### config.mk
export PLATFORM = sky130hd
export DESIGN_NAME = idata_space
export DESIGN_NICKNAME = d
export VERILOG_FILES = /design/src/rtl/idata_pkg.sv /design/src/rtl/idata_route.sv /design/src/rtl/idata_bank.sv /design/src/rtl/idata_stackptr.sv /design/src/rtl/idata_space.sv
export SDC_FILE = /design/constraint.sdc
export NUM_CORES = 2
export LEC_CHECK = 0
export BUFFER_PORTS_ARGS = -buffer_cell sky130_fd_sc_hd__buf_4
export CORE_UTILIZATION = 48
export DETAILED_ROUTE_END_ITERATION = 16
export MAX_ROUTING_LAYER = met4
export RECOVER_POWER = 50
export SYNTH_ARGS = -nofsm -noshare
export SYNTH_HDL_FRONTEND = slang
export SYNTH_SLANG_ARGS = --single-unit
### constraint.sdc
create_clock -name clk -period 4 [get_ports clk]
set_input_delay 0.2 -clock clk [delete_from_list [all_inputs] [get_ports clk]]
set_output_delay 0.2 -clock clk [all_outputs]
set_load 0.005 [all_outputs]
### src/rtl/idata_pkg.sv
// Package: shared types and encodings for the split data memory.
// Assumes: two address halves, top address bit selects the half.
package idata_pkg;

    // Access mode encoding as seen on the acc_mode port.
    typedef enum logic [1:0] {
        AM_DIRECT   = 2'b00,
        AM_INDIRECT = 2'b01,
        AM_PUSH     = 2'b10,
        AM_POP      = 2'b11
    } acc_mode_e;

    // True when the mode goes through the stack pointer.
    function automatic logic is_stack(acc_mode_e m);
        return (m == AM_PUSH) || (m == AM_POP);
    endfunction

endpackage

### src/rtl/idata_route.sv
// Module: idata_route
// Computes the effective address of an access and decides its target.
// A direct access in the upper half goes out to the SFR port.
// Every other valid access goes to RAM.
// Assumes: the stack pointer is the one held before the current edge.
module idata_route
    import idata_pkg::*;
#(
    parameter int ADDR_W = 8
) (
    input  logic              acc_valid,
    input  acc_mode_e         mode,
    input  logic [ADDR_W-1:0] acc_addr,
    input  logic              acc_wr,
    input  logic [ADDR_W-1:0] sp,
    output logic [ADDR_W-1:0] eff_addr,
    output logic              to_sfr,
    output logic              ram_we,
    output logic              sp_inc,
    output logic              sp_dec
);

    localparam logic [ADDR_W-1:0] ONE = ADDR_W'(1);

    logic upper_half;

    // Effective address: pre-incremented pointer for push, pointer for pop.
    always_comb begin
        unique case (mode)
            AM_PUSH: eff_addr = sp + ONE;
            AM_POP:  eff_addr = sp;
            default: eff_addr = acc_addr;
        endcase
    end

    // Top address bit picks the half where SFR and RAM overlap.
    always_comb upper_half = eff_addr[ADDR_W-1];

    // Target decision: only direct mode in the upper half leaves the block.
    always_comb to_sfr = acc_valid && (mode == AM_DIRECT) && upper_half;

    // RAM write enable: push always writes, plain modes follow acc_wr.
    always_comb begin
        ram_we = 1'b0;
        if (acc_valid && !to_sfr) begin
            if (mode == AM_PUSH)
                ram_we = 1'b1;
            else if (!is_stack(mode))
                ram_we = acc_wr;
        end
    end

    // Stack pointer moves only on valid stack operations.
    always_comb begin
        sp_inc = acc_valid && (mode == AM_PUSH);
        sp_dec = acc_valid && (mode == AM_POP);
    end

endmodule

### src/rtl/idata_bank.sv
// Module: idata_bank
// One RAM bank with synchronous write and combinational read.
// Assumes: no reset of contents; unwritten bytes are undefined.
module idata_bank #(
    parameter int AW = 7,
    parameter int DW = 8
) (
    input  logic          clk,
    input  logic          we,
    input  logic [AW-1:0] addr,
    input  logic [DW-1:0] wdata,
    output logic [DW-1:0] rdata
);

    localparam int DEPTH = 1 << AW;

    logic [DW-1:0] mem [DEPTH];

    // Store a byte on an enabled edge.
    always_ff @(posedge clk) begin
        if (we)
            mem[addr] <= wdata;
    end

    // Read the addressed byte in the same cycle.
    always_comb rdata = mem[addr];

endmodule

### src/rtl/idata_stackptr.sv
// Module: idata_stackptr
// Stack pointer register that moves by one per push or pop.
// Assumes: push and pop are never requested together; wraps at 2**ADDR_W.
module idata_stackptr #(
    parameter int                ADDR_W   = 8,
    parameter logic [ADDR_W-1:0] SP_RESET = 8'h07
) (
    input  logic              clk,
    input  logic              rst_n,
    input  logic              inc,
    input  logic              dec,
    output logic [ADDR_W-1:0] sp
);

    localparam logic [ADDR_W-1:0] STEP = ADDR_W'(1);

    // Pointer update: reset value, then plus or minus one, wrapping.
    always_ff @(posedge clk) begin
        if (!rst_n)
            sp <= SP_RESET;
        else if (inc)
            sp <= sp + STEP;
        else if (dec)
            sp <= sp - STEP;
    end

endmodule

### src/rtl/idata_space.sv
// Module: idata_space (top)
// Internal data memory: two RAM banks, a stack pointer, and a port
// to an external SFR bank that shares the upper address half.
// Assumes: the SFR bank answers reads combinationally in the same cycle.
module idata_space
    import idata_pkg::*;
#(
    parameter int                ADDR_W   = 8,
    parameter int                DATA_W   = 8,
    parameter logic [ADDR_W-1:0] SP_RESET = 8'h07
) (
    input  logic              clk,
    input  logic              rst_n,
    input  logic              acc_valid,
    input  logic [1:0]        acc_mode,
    input  logic [ADDR_W-1:0] acc_addr,
    input  logic              acc_wr,
    input  logic [DATA_W-1:0] acc_wdata,
    output logic [DATA_W-1:0] acc_rdata,
    output logic [ADDR_W-1:0] stack_ptr,
    output logic              sfr_req,
    output logic              sfr_wr,
    output logic [ADDR_W-1:0] sfr_addr,
    output logic [DATA_W-1:0] sfr_wdata,
    input  logic [DATA_W-1:0] sfr_rdata
);

    localparam int BANK_AW   = ADDR_W - 1;
    localparam int NUM_BANKS = 2;

    acc_mode_e         mode;
    logic [ADDR_W-1:0] eff_addr;
    logic              to_sfr;
    logic              ram_we;
    logic              sp_inc;
    logic              sp_dec;
    logic [ADDR_W-1:0] sp;
    logic              bank_sel;
    logic [DATA_W-1:0] bank_rd [NUM_BANKS];
    logic [DATA_W-1:0] ram_rdata;

    // Decode the raw mode bits into the shared enum.
    always_comb mode = acc_mode_e'(acc_mode);

    idata_route #(.ADDR_W(ADDR_W)) u_route (
        .acc_valid (acc_valid),
        .mode      (mode),
        .acc_addr  (acc_addr),
        .acc_wr    (acc_wr),
        .sp        (sp),
        .eff_addr  (eff_addr),
        .to_sfr    (to_sfr),
        .ram_we    (ram_we),
        .sp_inc    (sp_inc),
        .sp_dec    (sp_dec)
    );

    idata_stackptr #(.ADDR_W(ADDR_W), .SP_RESET(SP_RESET)) u_sp (
        .clk   (clk),
        .rst_n (rst_n),
        .inc   (sp_inc),
        .dec   (sp_dec),
        .sp    (sp)
    );

    // Bank select is the top bit of the effective address.
    always_comb bank_sel = eff_addr[ADDR_W-1];

    // One bank per address half; each sees only its own write enable.
    for (genvar b = 0; b < NUM_BANKS; b++) begin : g_bank
        logic bank_we;
        always_comb bank_we = ram_we && (bank_sel == 1'(b));
        idata_bank #(.AW(BANK_AW), .DW(DATA_W)) u_bank (
            .clk   (clk),
            .we    (bank_we),
            .addr  (eff_addr[BANK_AW-1:0]),
            .wdata (acc_wdata),
            .rdata (bank_rd[b])
        );
    end

    // Pick the read data of the addressed bank.
    always_comb ram_rdata = bank_rd[bank_sel];

    // Read mux: SFR answer for routed accesses, RAM otherwise.
    always_comb acc_rdata = to_sfr ? sfr_rdata : ram_rdata;

    // SFR port: strobe and write flag gated, address and data passed on.
    always_comb begin
        sfr_req   = to_sfr;
        sfr_wr    = to_sfr && acc_wr;
        sfr_addr  = acc_addr;
        sfr_wdata = acc_wdata;
    end

    // Expose the stack pointer.
    always_comb stack_ptr = sp;

endmodule

; Yosys cells after proc, flatten, opt, wreduce, memory -nomap -nowiden
; Memory sizes are Yosys's and may differ from the RTL's.
; Index checks and enable logic that the tools add are counted.
; W data, S select, Z words.
[op_classes]
addsub = 2
n_lt_le_gt_ge = 1
eq_ne = 2
mux = 14
bitwise_logic = 2
n_reduce_logical = 12
[op_table]
columns = operator, count
row1 = $mux W8, 6
row2 = $pmux W8 S2, 1
row3 = $add A8 B1 Y8 const B, 1
row4 = $logic_and A1 B1 Y1, 8
row5 = $sub A8 B1 Y8 const B, 1
row6 = $mux W1, 7
row7 = $eq A2 B2 Y1 const B, 2
row8 = $ge A2 B2 Y1 const B, 1
row9 = $logic_not A2 Y1, 1
row10 = $not A1 Y2, 1
row11 = $reduce_bool A2 Y1, 1
row12 = $logic_not A1 Y1, 1
row13 = $logic_or A1 B1 Y1, 1
row14 = $not A1 Y1, 1
[totals]
register_bits = 8
ram_bits = 2048
input_bits = 30
out_inout_bits = 34
wordCells = 36
mem_count = 2
[mem_list]
columns = memory, words, word_bits, rd, rd_clocked_by_memory_dff, wr, line
row1 = g_bank[0].u_bank.mem, 128, 8, 1, 0, 1, idata_bank.sv:17  ; logic [DW-1:0] mem [DEPTH];
row2 = g_bank[1].u_bank.mem, 128, 8, 1, 0, 1, idata_bank.sv:17

; Longest topological paths before layout
[logic_depth]
depth_word = 9
mapped_depth = 16

; Cells and area by module
; From an unflattened synthesis, not the netlist that was laid out.
[hier_totals]
hier_cells = 5097
hier_area_um2 = 81769.7
[by_module_without_submodules]
columns = mod, n_inst, cells_each, area_per_inst_um2, seq_area_each_um2
row1 = idata_bank, 2, 2467, 40273.6, 30749.5
row2 = idata_stackptr, 1, 72, 620.6, 160.2
row3 = idata_space, 1, 45, 307.8, 0.0
row4 = idata_route, 1, 46, 294.0, 0.0

; Worst setup path before layout
; OpenSTA, ideal clock, no wires.
[synth_timing]
kind = register to register
start = register u_sp.sp[0]
end = memory g_bank[0].u_bank.mem[39][0] (enable)
setup_time_ps = 370
arrival_ps = 3339
t_required_ps = 3630
path_slack_ps = 291
path_stages_with_launch = 13
path_buffers = 5
synth_period_minus_slack_ps = 3709
path_cell_list = dfxtp_1 buf_6 inv_1 ha_1 mux2i_2 and2_0 nor3_2 buf_2 buf_1 buf_2 nand2_1 clkbuf_1 nor2_1
[synth_between]
elab_chain_cells = 9
word_cells_on_any_way = 10
classes_between = add/sub: 1 / mux: 4 / bitwise: 1 / reduce/logical: 4
[synth_lines]
columns = item, line
row1 = start: declaration, idata_stackptr.sv:12  ; output logic [ADDR_W-1:0] sp
row2 = start signal: assignment, idata_stackptr.sv:22  ; sp <= sp + STEP;
row3 = start signal: assignment, idata_stackptr.sv:24  ; sp <= sp - STEP;
row4 = $add A8 B1 Y8, idata_route.sv:30  ; AM_PUSH: eff_addr = sp + ONE;
row5 = $pmux W8 S2 (*), idata_route.sv:29  ; unique case (mode)
row6 = $logic_and A1 B1 Y1, idata_route.sv:40  ; always_comb to_sfr = acc_valid && (mode == AM_DIRECT) && upper_half;
row7 = $logic_not A1 Y1, idata_route.sv:45  ; if (acc_valid && !to_sfr) begin
row8 = $logic_and A1 B1 Y1, idata_route.sv:45
row9 = $mux W1, idata_route.sv:45
row10 = $logic_and A1 B1 Y1, idata_space.sv:72  ; always_comb bank_we = ram_we && (bank_sel == 1'(b));
row11 = $mux W1, idata_bank.sv:21  ; if (we)
row12 = $mux W1 (implied by the code), idata_bank.sv:22  ; mem[addr] <= wdata;
row13 = end: declaration, idata_bank.sv:17
; Every way passes the cells marked *; elsewhere a longest branch is shown, timed or not.

; Final worst setup path
[layout_timing]
start = register u_sp.sp[1]
end = output acc_rdata[1]
[layout_between]
elab_chain_cells = 7
word_cells_on_any_way = 10
classes_between = add/sub: 1 / mux: 5 / bitwise: 1 / reduce/logical: 1 / memory: 2
[layout_lines]
columns = item, line
row1 = $add A8 B1 Y8, idata_route.sv:30
row2 = $pmux W8 S2 (*), idata_route.sv:29
row3 = $mem_v2 Z128 W8 or $not A1 Y2 (tied branches), n/a
row4 = $mux W8 (implied by the code) (3 in series), idata_space.sv:83  ; always_comb ram_rdata = bank_rd[bank_sel];
row5 = $mux W8 (*), idata_space.sv:86  ; always_comb acc_rdata = to_sfr ? sfr_rdata : ram_rdata;
row6 = end: declaration, idata_space.sv:19  ; output logic [DATA_W-1:0] acc_rdata,
; Every way passes the cells marked *; elsewhere a longest branch is shown, timed or not. The select of a mux whose other input is x is not followed.

==> flow_metrics.env <==
export IMPL_start_kind="register"
export IMPL_cp_data_required_time_ns=3.80
export IMPL_clk_latency_ns=0.86
export IMPL_worst_pin_slew_ns=4.208
export IMPL_status="finished, violations left"
export IMPL_path_class="register to primary output"
export IMPL_grt_use_met3_pct=8.050
export IMPL_slew_viol_final=1672
export IMPL_maxCapViolCount=22
export IMPL_ys_flop_type="edfxtp_1"
export IMPL_cell_internal_pwr_mw=36.51
export IMPL_rsz0062_at_grt="yes"
export IMPL_final_layout_size_suffix_gt1_share_pct=24.68
export IMPL_path_max_fanout=16
export IMPL_dr_first_iter_drc_count=8855
export IMPL_seq_power_share_pct=48.6
export IMPL_ys_ff_latch=2056
export IMPL_grt_pass1_wl_mm=378.4
export IMPL_vias_per_cell=6.322
export IMPL_ios=64
export IMPL_period_share_pct=128.8
export IMPL_end_kind="primary output"
export IMPL_fin_area_mm2=0.09956
export IMPL_clockRootBuffer="clkbuf_16"
export IMPL_clkSlewWorstSetupHoldPaths_ns=0.06
export IMPL_skew_ns=0.03377
export IMPL_violations="capacitance limit, slew limit, setup timing"
export IMPL_num_vias=54586
export IMPL_final_nets=6298
export IMPL_clkPwrFrac_pct=38.1
export IMPL_gp_congestion=0.9657
export IMPL_antenna_found_initial=10
export IMPL_fill_cells=12643
export IMPL_coreArea_mm2=0.1670
export IMPL_clock_fmax_mhz=194.1
export IMPL_seq_area_frac_synth_pct=76.47
export IMPL_worstPathArrival_ns=4.95
export IMPL_peakVddDrop_mv=0.4419
export IMPL_grtUsageMet1_pct=45.90
export IMPL_fin_cells=8634
export IMPL_layout_setup_ws_ns=-1.152
export IMPL_leakagePower_nw=34.51
export IMPL_hp_class="input pin to register"
export IMPL_setup_viol=126
export IMPL_multiInputGateArea_mm2=0.01854
export IMPL_synth_nets=5350
export IMPL_placed_area_mm2=0.09043
export IMPL_numCtsBuffers=208
export IMPL_yosysUniqueCellTypes=93
export IMPL_drc_errors=0
export IMPL_swShare_pct=25.37
export IMPL_htree_num_levels=4
export IMPL_clockBufferDepth=3
export IMPL_yosysWarnings=0
export IMPL_first_pass_iters=7
export IMPL_p_comb_share_pct=13.3
export IMPL_start_util_pct=48.27
export IMPL_cts_tree="yes"
export IMPL_grt_pass1_vias=51006
export IMPL_die_w_um=411.9
export IMPL_die_area_mm2=0.1696
export IMPL_rows=150
export IMPL_final_seq_area_mm2=0.06167
export IMPL_synthCells=5317
export IMPL_grt_max_degree=130
export IMPL_synth_edf_count=2048
export IMPL_relSlewSlack_pct=-180.5
export IMPL_area_growth_pct=23.47
export IMPL_wire_per_inst_um=31.19
export IMPL_p_switching_mw=12.41
export IMPL_clock_sinks=2056
export IMPL_grt_busiest_layer="met1"
export IMPL_grt_usage_pct=32.34
export IMPL_hpwl_mm=173.2
export IMPL_die_h_um=411.9
export IMPL_power_mw=48.93
export IMPL_syn_area_mm2=0.08063
export IMPL_postRouteAntennaNets=0
export IMPL_hold_viol_final=0
export IMPL_placed_cells=8139
export IMPL_grt_use_met2_pct=45.64
export IMPL_synth_async_reset_ratio_pct=0
export IMPL_numPortBuffers=63
export IMPL_min_period_ns=5.152
export IMPL_postRouteWirelength_mm=269.3
export IMPL_powerDensity_mw_per_mm2=491.4
export IMPL_grt_overflow_total=0
export IMPL_postSynthAreaPerCell_um2=15.17
through the flow:
stage	utilization [%]	hold slack [ns]	setup TNS (ns)	worst slack [ns]
floorplan	-	0.2619	0	0.2911
global placement	54.14	0.4308	-5.745	-0.8454
detailed placement	54.14	0.4364	-7.174	-0.8441
CTS	59.49	0.03146	-6.981	-1.015
global route	59.60	0.1014	-77.78	-1.238
finish	59.61	0.07524	-43.83	-1.152
cells in the final DEF (no fill, tap or decap), types with 105 or more instances in the layout:
| cell | n |
|---|---|
| buf_4 | 853 |
| buf_12 | 105 |
| nand3_1 | 251 |
| edfxtp_1 | 2048 |
| clkbuf_16 | 209 |
| a21oi_1 | 118 |
| nand2_1 | 894 |
| a22oi_1 | 181 |
| nor2_1 | 275 |
| mux2i_1 | 234 |
layout make-up:
class / count / area share [%]
Sequential cell: 2056 / 61.94
Multi-Input combinational cell: 2893 / 18.62
Timing Repair Buffer: 1098 / 10.19
Clock buffer: 253 / 5.419
Tap cell: 2204 / 2.770
Clock inverter: 119 / 1.027
Inverter: 8 / 0.03267
Antenna cell: 3 / 0.007540
sequential cells by signal, indices dropped and copies added, names as in the netlist:
signal and cells:
u_sp.sp 8, g_bank.u_bank.mem 2048
Yosys cell counts, drive strengths merged (27+ instances only):
cell type / count / area, um^2
buf: 231 / 1256
nor2: 292 / 1114
o21ai: 61 / 305.3
a221oi: 76 / 665.6
a22o: 44 / 385.4
nand3: 261 / 1306
and3: 52 / 325.3
clkbuf: 129 / 484.2
a22oi: 184 / 1381
edfxtp: 2048 / 61500
nor3: 52 / 319.1
a211oi: 27 / 207.7
nand2: 899 / 3377
a311oi: 41 / 359.1
a32oi: 62 / 543.0
nand4: 68 / 425.4
o22ai: 28 / 175.2
a21oi: 125 / 629.4
mux2i: 240 / 2406
mux2: 28 / 315.3
a222oi: 48 / 480.5
a31oi: 67 / 455.4
power by group through the flow:
stage	Clock (mW)	Sequential [mW]	Combinational, mW
floorplan	0	24.2	2.35
global placement	0	24.2	5.62
detailed placement	0	24.2	5.64
CTS	18.7	23.7	6.26
global route	19.5	23.8	6.67
finish	18.6	23.8	6.51
logic make-up (layout without fill, tap and decap cells):
group | count (synthesis) | after routing | share of synthesized area, %
other | 0 | 3 | 0
AOI/OAI and AO/OA | 902 | 902 | 8.444
xor gates and xnor gates | 12 | 12 | 0.1490
muxes | 269 | 269 | 3.403
buffers and inverters | 368 | 1478 | 2.196
DFF | 2056 | 2056 | 76.47
adders and majority gates | 3 | 3 | 0.04656
and+or+nand+nor | 1707 | 1707 | 9.295
path summary, 6_finish.rpt:
check	start	to	slack, ns	cells past startpoint
setup reg to reg	u_sp.sp[1]	g_bank[1].u_bank.mem[127][2]	0.01	10
setup / recovery	u_sp.sp[1]	acc_rdata[1]	-1.15	16
hold reg to reg	u_sp.sp[7]	u_sp.sp[7]	0.62	2
hold / removal	acc_mode[0]	u_sp.sp[6]	0.08	6
critical path, cell delays in order, from the launching register on:
cell	delay, ns
dfxtp_4	0.36
buf_4	0.14
inv_1	0.11
ha_4	0.23
mux2i_4	0.24
buf_4	0.16
a32o_1	0.14
and2_4	0.22
buf_12	0.14
buf_12	0.17
buf_4	0.21
a22oi_1	0.11
nand3_2	0.12
nand4_1	0.33
a211o_1	0.44
o211ai_1	0.71
buf_4	0.24
layer usage:
metal	share of wire [%]	routed length (um)
met1	40	106600
met2	43	117000
met3	13	35950
met4	3.6	9805
met5	0	0
timing repair:
item / 4_1_cts / 5_1_grt
gates resized for setup: 289 / 70
endpoints found under the hold margin: 95 / 0
cloned: 9 / 0
setup buffers: 91 / 21
setup endpoints to repair: 58 / 54
pin swaps: 83 / 49
hold buffers: 7 / 0
Power figures use the tool's default switching activity.
